<file path="src/rtl/edge_irq_pkg.sv">
package edge_irq_pkg;

   // control register bit positions (software decodes these)
   localparam int CTL_EDGE_EN   = 0;
   localparam int CTL_OVF_EN    = 1;
   localparam int CTL_IRQ_EN    = 2;
   localparam int CTL_RISE_GATE = 3;
   localparam int CTL_FALL_GATE = 4;
   localparam int CTL_W         = 5;

   // status register bit positions
   localparam int ST_EDGE = 0;
   localparam int ST_OVF  = 1;
   localparam int ST_IRQ  = 2;

   // clear register bit positions
   localparam int CLR_OVF  = 2;
   localparam int CLR_EDGE = 3;

   typedef struct packed {
      logic fall_gate;
      logic rise_gate;
      logic irq_en;
      logic ovf_en;
      logic edge_en;
   } ctrl_t;

   typedef enum logic [2:0] {
      RK_RISE = 3'd0,
      RK_FALL = 3'd1,
      RK_CTRL = 3'd2,
      RK_STAT = 3'd3,
      RK_CLR  = 3'd4,
      RK_NONE = 3'd5
   } reg_kind_e;

   // classify a byte address given the number of select bytes per direction
   function automatic reg_kind_e classify(input int unsigned addr, input int unsigned nb);
      if (addr < nb)                 return RK_RISE;
      else if (addr < 2 * nb)        return RK_FALL;
      else if (addr == 2 * nb)       return RK_CTRL;
      else if (addr == 2 * nb + 1)   return RK_STAT;
      else if (addr == 2 * nb + 2)   return RK_CLR;
      else                           return RK_NONE;
   endfunction

endpackage

</file>
<file path="src/rtl/edge_irq_detect.sv">
module edge_irq_detect
   import edge_irq_pkg::*;
#(
   parameter int N_CH = 16
) (
   input  logic            clk,
   input  logic            rst_n,
   input  logic [N_CH-1:0] ch_in,
   input  logic [N_CH-1:0] rise_sel,
   input  logic [N_CH-1:0] fall_sel,
   input  ctrl_t           ctrl,
   output logic            hit
);

   logic [N_CH-1:0] ch_prev;
   logic [N_CH-1:0] chan_hit;

   for (genvar i = 0; i < N_CH; i++) begin : g_chan
      logic went_up;
      logic went_down;

      always_ff @(posedge clk or negedge rst_n) begin
         if (!rst_n) ch_prev[i] <= 1'b0;
         else        ch_prev[i] <= ch_in[i];
      end

      assign went_up     = ch_in[i] & ~ch_prev[i];
      assign went_down   = ~ch_in[i] & ch_prev[i];
      assign chan_hit[i] = (went_up   & rise_sel[i] & ctrl.rise_gate) |
                           (went_down & fall_sel[i] & ctrl.fall_gate);
   end

   assign hit = ctrl.edge_en & (|chan_hit);

endmodule

</file>
<file path="src/rtl/edge_irq_regs.sv">
module edge_irq_regs
   import edge_irq_pkg::*;
#(
   parameter int N_CH   = 16,
   parameter int ADDR_W = 4
) (
   input  logic              clk,
   input  logic              rst_n,
   input  logic [ADDR_W-1:0] bus_addr,
   input  logic              bus_wr,
   input  logic [7:0]        bus_wdata,
   output logic [7:0]        bus_rdata,
   input  logic              edge_pend,
   input  logic              ovf_pend,
   input  logic              irq,
   output logic [N_CH-1:0]   rise_sel,
   output logic [N_CH-1:0]   fall_sel,
   output ctrl_t             ctrl,
   output logic              clr_edge_stb,
   output logic              clr_ovf_stb
);

   localparam int NB = N_CH / 8;

   logic [NB-1:0][7:0] rise_q;
   logic [NB-1:0][7:0] fall_q;
   ctrl_t              ctrl_q;
   reg_kind_e          kind;
   int unsigned        addr_u;

   assign addr_u = int'(bus_addr);
   assign kind   = classify(addr_u, NB);

   for (genvar b = 0; b < NB; b++) begin : g_byte
      logic wr_rise;
      logic wr_fall;

      assign wr_rise = bus_wr && (addr_u == b);
      assign wr_fall = bus_wr && (addr_u == NB + b);

      always_ff @(posedge clk or negedge rst_n) begin
         if (!rst_n) begin
            rise_q[b] <= '0;
            fall_q[b] <= '0;
         end else begin
            if (wr_rise) rise_q[b] <= bus_wdata;
            if (wr_fall) fall_q[b] <= bus_wdata;
         end
      end
   end

   always_ff @(posedge clk or negedge rst_n) begin
      if (!rst_n)                        ctrl_q <= '0;
      else if (bus_wr && kind == RK_CTRL) ctrl_q <= ctrl_t'(bus_wdata[CTL_W-1:0]);
   end

   assign clr_edge_stb = bus_wr && (kind == RK_CLR) && bus_wdata[CLR_EDGE];
   assign clr_ovf_stb  = bus_wr && (kind == RK_CLR) && bus_wdata[CLR_OVF];

   assign rise_sel = rise_q;
   assign fall_sel = fall_q;
   assign ctrl     = ctrl_q;

   always_comb begin
      bus_rdata = '0;
      unique case (kind)
         RK_RISE: begin
            for (int b = 0; b < NB; b++)
               if (addr_u == b) bus_rdata = rise_q[b];
         end
         RK_FALL: begin
            for (int b = 0; b < NB; b++)
               if (addr_u == NB + b) bus_rdata = fall_q[b];
         end
         RK_CTRL: bus_rdata[CTL_W-1:0] = ctrl_q;
         RK_STAT: begin
            bus_rdata[ST_EDGE] = edge_pend;
            bus_rdata[ST_OVF]  = ovf_pend;
            bus_rdata[ST_IRQ]  = irq;
         end
         default: bus_rdata = '0;
      endcase
   end

endmodule

</file>
<file path="src/rtl/edge_irq_flags.sv">
module edge_irq_flags
   import edge_irq_pkg::*;
(
   input  logic  clk,
   input  logic  rst_n,
   input  logic  hit,
   input  ctrl_t ctrl,
   input  logic  clr_edge_stb,
   input  logic  clr_ovf_stb,
   output logic  edge_pend,
   output logic  ovf_pend,
   output logic  irq
);

   logic ovf_set;

   assign ovf_set = hit & edge_pend & ctrl.ovf_en;

   // setting takes priority over a same-cycle clear
   always_ff @(posedge clk or negedge rst_n) begin
      if (!rst_n) begin
         edge_pend <= 1'b0;
         ovf_pend  <= 1'b0;
      end else begin
         if (hit)               edge_pend <= 1'b1;
         else if (clr_edge_stb) edge_pend <= 1'b0;
         if (ovf_set)           ovf_pend  <= 1'b1;
         else if (clr_ovf_stb)  ovf_pend  <= 1'b0;
      end
   end

   assign irq = ctrl.irq_en & ((edge_pend & ctrl.edge_en) | (ovf_pend & ctrl.ovf_en));

endmodule

</file>
<file path="src/rtl/edge_irq_ctrl.sv">
module edge_irq_ctrl
   import edge_irq_pkg::*;
#(
   parameter int N_CH   = 16,
   parameter int ADDR_W = 4
) (
   input  logic              clk,
   input  logic              rst_n,
   input  logic [ADDR_W-1:0] bus_addr,
   input  logic              bus_wr,
   input  logic [7:0]        bus_wdata,
   output logic [7:0]        bus_rdata,
   input  logic [N_CH-1:0]   ch_in,
   output logic              irq
);

   localparam int NB      = N_CH / 8;
   localparam int N_REGS  = 2 * NB + 3;

   if (N_CH < 8 || (N_CH % 8) != 0) begin : g_bad_width
      $error("N_CH must be a positive multiple of 8");
   end
   if (N_REGS > (1 << ADDR_W)) begin : g_bad_addr
      $error("ADDR_W too small for the register map");
   end

   logic [N_CH-1:0] rise_sel;
   logic [N_CH-1:0] fall_sel;
   ctrl_t           ctrl_q;
   logic            qual_hit;
   logic            edge_pend;
   logic            ovf_pend;
   logic            clr_edge_stb;
   logic            clr_ovf_stb;

   edge_irq_regs #(.N_CH(N_CH), .ADDR_W(ADDR_W)) u_regs (
      .clk          (clk),
      .rst_n        (rst_n),
      .bus_addr     (bus_addr),
      .bus_wr       (bus_wr),
      .bus_wdata    (bus_wdata),
      .bus_rdata    (bus_rdata),
      .edge_pend    (edge_pend),
      .ovf_pend     (ovf_pend),
      .irq          (irq),
      .rise_sel     (rise_sel),
      .fall_sel     (fall_sel),
      .ctrl         (ctrl_q),
      .clr_edge_stb (clr_edge_stb),
      .clr_ovf_stb  (clr_ovf_stb)
   );

   edge_irq_detect #(.N_CH(N_CH)) u_detect (
      .clk      (clk),
      .rst_n    (rst_n),
      .ch_in    (ch_in),
      .rise_sel (rise_sel),
      .fall_sel (fall_sel),
      .ctrl     (ctrl_q),
      .hit      (qual_hit)
   );

   edge_irq_flags u_flags (
      .clk          (clk),
      .rst_n        (rst_n),
      .hit          (qual_hit),
      .ctrl         (ctrl_q),
      .clr_edge_stb (clr_edge_stb),
      .clr_ovf_stb  (clr_ovf_stb),
      .edge_pend    (edge_pend),
      .ovf_pend     (ovf_pend),
      .irq          (irq)
   );

endmodule

</file>
<file path="config.mk">
export PLATFORM = sky130hd
export DESIGN_NAME = edge_irq_ctrl
export DESIGN_NICKNAME = d
export VERILOG_FILES = /design/src/rtl/edge_irq_pkg.sv /design/src/rtl/edge_irq_detect.sv /design/src/rtl/edge_irq_regs.sv /design/src/rtl/edge_irq_flags.sv /design/src/rtl/edge_irq_ctrl.sv
export SDC_FILE = /design/constraint.sdc
export NUM_CORES = 1
export LEC_CHECK = 0
export CAP_MARGIN = 20
export CORE_MARGIN = 2
export CORE_UTILIZATION = 50
export CTS_BUF_LIST = sky130_fd_sc_hd__clkbuf_8
export DETAILED_ROUTE_END_ITERATION = 8
export PLACE_DENSITY = 0.77
export SLEW_MARGIN = 20
export SYNTH_ARGS = -nofsm -noshare
export SYNTH_HDL_FRONTEND = slang
export SYNTH_SLANG_ARGS = --single-unit
export TNS_END_PERCENT = 10
</file>
<file path="constraint.sdc">
create_clock -name clk -period 2.1 [get_ports clk]
set_clock_uncertainty 0.05 [all_clocks]
set_input_delay 0.42 -clock clk [delete_from_list [all_inputs] [get_ports clk]]
set_output_delay 0.42 -clock clk [all_outputs]
set_load 0.1 [all_outputs]
</file>
==> impl_metrics.ini <==
[global_routing]
grt.met2_usage = 0.395
globalRouteTotalUtil = 0.237
grt.met3_usage = 0.0438
grt_util_met1 = 0.321
grt_antenna_before_repair = 0
wire_length_of_the_first_global_routing_pass_mm = 10.6
grt_start_max_net_pins = 35
grt_overflow = 0
grt_pass1_vias = 2019
global_route.peak_usage_layer = met2

[yosys]
synth.ff_latch_count = 55
netlist_area_mm2 = 0.00260
post_synthesis_cell_count = 199
synth.most_common_cell = dfrtp_1
seq_area_frac_synth = 0.530
average_instance_area_after_synthesis_um2 = 13.1
synth_largest_area_cell = dfrtp_1
post-synth-top-area-fraction = 0.530
synth_cell_types = 35
yosys_warnings = 0
post_synth_main_area_contributors = dfrtp_1 (53%), mux2_2 (17%), nand3b_1 (9.2%), mux2i_1 (2.3%), nand4_1 (1.9%)
synthTopCellsByCount = dfrtp_1 (55), mux2_2 (40), nand3b_1 (32)
syn_nets = 230
async_flop_share = 1.00
number_of_flops_mapped_to_enable_cells_by_yosys = 0
postSynth.topFlopCell = dfrtp_1

[routing]
post_drt_via_cell_ratio = 5.83
wl_mm = 6.52
dr_total_vias = 1983
post-route-drc-count = 0
drt-wirelength-per-cell_um = 19.2
drtIter0Drc = 163
drt_pre_antenna_iters = 5
detail-route-antenna-nets = 0

[power]
seqPwrFrac = 0.502
power.switching_fraction = 0.327
share_comb_of_total_power = 0.295
total_leakage_power_nw = 1.54
p_switching_uw = 920
cellPowerDensity_mw_per_mm2 = 800
overall_power_after_layout_mw = 2.81
power.clock.fraction = 0.203
irDropWorstVdd_uv = 631
power_report.internal_total_mw = 1.89

[sta]
final.min_clock_period_ps = 2130
finalHoldWorstSlack_ps = 21.5
setup_violations = 3
worst-slew-pin-transition_ps = 523
max-slew-margin-rel = 0.651
rsz0062_at_grt = true
finalCritPeriodShare = 1.01
finalHoldViolations = 0
fin_ws_ps = -31.0
achievable-frequency_mhz = 469
report.final.slew_viol_count = 0

[worst_setup_path]
critPathRequiredTime_ps = 1630
worstPathArrival_ps = 1660
worst_r2r_startpoint = u_regs.rise_sel[5]
worstSetupPathType = primary input to primary output
worstSetupStartpointType = primary input
timing.critical_path.to_type = primary output
critical_path.startpoint = bus_addr[0]
worst_r2r_endpoint = u_flags.ovf_pend
r2r_slack_ps = 460
worst_r2r_path_depth = 5
critical_path.max_fanout = 3

[run_status]
outcome = finished with violations
violations_in_the_final_reports = negative setup slack

[placed_design]
detailedPlacementHpwl_mm = 4.76
gpl.final_weighted_congestion = 0.911
numPortBuffers = 39

[cts]
cts_buffers = 5
clock_tree_from_tritoncts = yes
clock_latency_ps = 310
clkTransAtPathRegs_ps = 90
clock_tree.root_cell = clkbuf_8
cts.sinks = 55
clock_tree.buffer_depth = 2
ctsHtreeMaxLevel = 2

[layout]
diodes = 0
layout.nets = 300
synthToLayoutAreaGrowth_pct = 35.4
fraction_of_final_layout_cells_with_drive_strength_greater_than_1 = 0.385
filler_cells_inserted = 383

[die]
dieWidth_um = 76.1
boundaryPins = 40
fp.dieH_um = 76.1
initial_cell_density_of_the_core = 0.512
design.core.area_mm2 = 0.00507
num_rows = 26
design.die.area_mm2 = 0.00579

[run]
cap_viol_max_count = 0

[hold_path]
holdCritPathClass = primary input to asynchronous set/reset pin
==> timing repair <==
action                                  CTS  global route
hold buffers                              0             0
gates resized for setup                  26             3
setup buffers                             8             1
endpoints found under the setup margin    8             6
pin swaps                                 3             4
==> critical path, stage by stage <==
cell,delay [ps]
buf_8,100
and2b_1,170
nor3b_4,160
buf_6,120
buf_4,130
a221o_2,370
buf_12,170
==> cell families after synthesis <==
group / count (synthesis) / share of synthesized area
and+or+nand+nor: 70 / 0.194
AOI/OAI and AO/OA: 21 / 0.0636
DFF: 55 / 0.530
muxes: 46 / 0.196
buffers and inverters: 7 / 0.0164
==> placed cells by master (no fill, tap or decap), drive strengths merged <==
cell	synthesis	routed
a22o	1	1
and2	1	1
and4	1	1
nor4	2	2
buf	6	43
nand3	2	2
nand3b	32	32
a21boi	1	1
o41ai	3	3
mux2i	6	6
nand4b	1	1
nand2	9	9
nor2	3	3
clkbuf	0	5
a221o	3	3
a222oi	2	2
nor3b	2	2
dfrtp	55	55
and2b	2	2
clkdlybuf4s50	0	25
clkinvlp	0	1
clkinv	0	1
nand2b	1	1
nor2b	4	4
a22oi	5	5
inv	1	2
clkdlybuf4s15	0	1
a41o	1	1
o21ai	2	2
nand4	8	8
a21oi	3	3
nor3	2	2
mux2	40	40
==> registers in the layout, indices dropped and copies added, names as in the netlist <==
signal,cells
u_flags.ovf_pend,1
u_detect.ch_prev,16
u_regs.ctrl,5
u_flags.edge_pend,1
u_regs.fall_sel,16
u_regs.rise_sel,16
==> worst max path at each step <==
stage,to
floorplan,bus_rdata[7]
detailed placement,bus_rdata[2]
finish,bus_rdata[5]
CTS,bus_rdata[3]
global placement,bus_rdata[2]
global route,bus_rdata[2]
==> layout make-up <==
class,instances,area (um2),area share
clock buffer,5,68.8,0.0196
clock inverter,3,16.3,0.00462
inverter,1,3.75,0.00107
multi-input combinational,137,1220,0.347
sequential,55,1380,0.391
tap,70,87.6,0.0249
timing repair buffer,69,743,0.211
==> power by group through the flow <==
| stage | registers (mW) | clock network (mW) | logic [mW] |
|---|---|---|---|
| final | 1.41 | 0.572 | 0.830 |
| after detailed placement | 1.43 | 0 | 0.809 |
| after floorplan | 1.37 | 0 | 0.516 |
| after CTS | 1.41 | 0.577 | 0.823 |
| after global placement | 1.42 | 0 | 0.794 |
| after global routing | 1.44 | 0.629 | 0.878 |
==> metrics by stage <==
step	setup WS, ps	area, um2	TNS, ps	instances	utilization
floorplan	-286	2620	-1760	199	-
detailed placement	-507	3330	-10140	323	0.656
finish	-31.0	3520	-76.9	340	0.693
CTS	3.80	3500	0	339	0.689
global route	-113	3520	-334	340	0.693
global placement	-503	3330	-9290	323	0.656
==> per-layer routing <==
layer  wire [um]  part of all wire  vias up
met4         133             0.020        0
li1            -                 -      898
met2        3190              0.49       59
met3         329             0.050       14
met5           0                 0        -
met1        2870              0.44     1012
No activity file was read; power rests on OpenSTA's default activity.
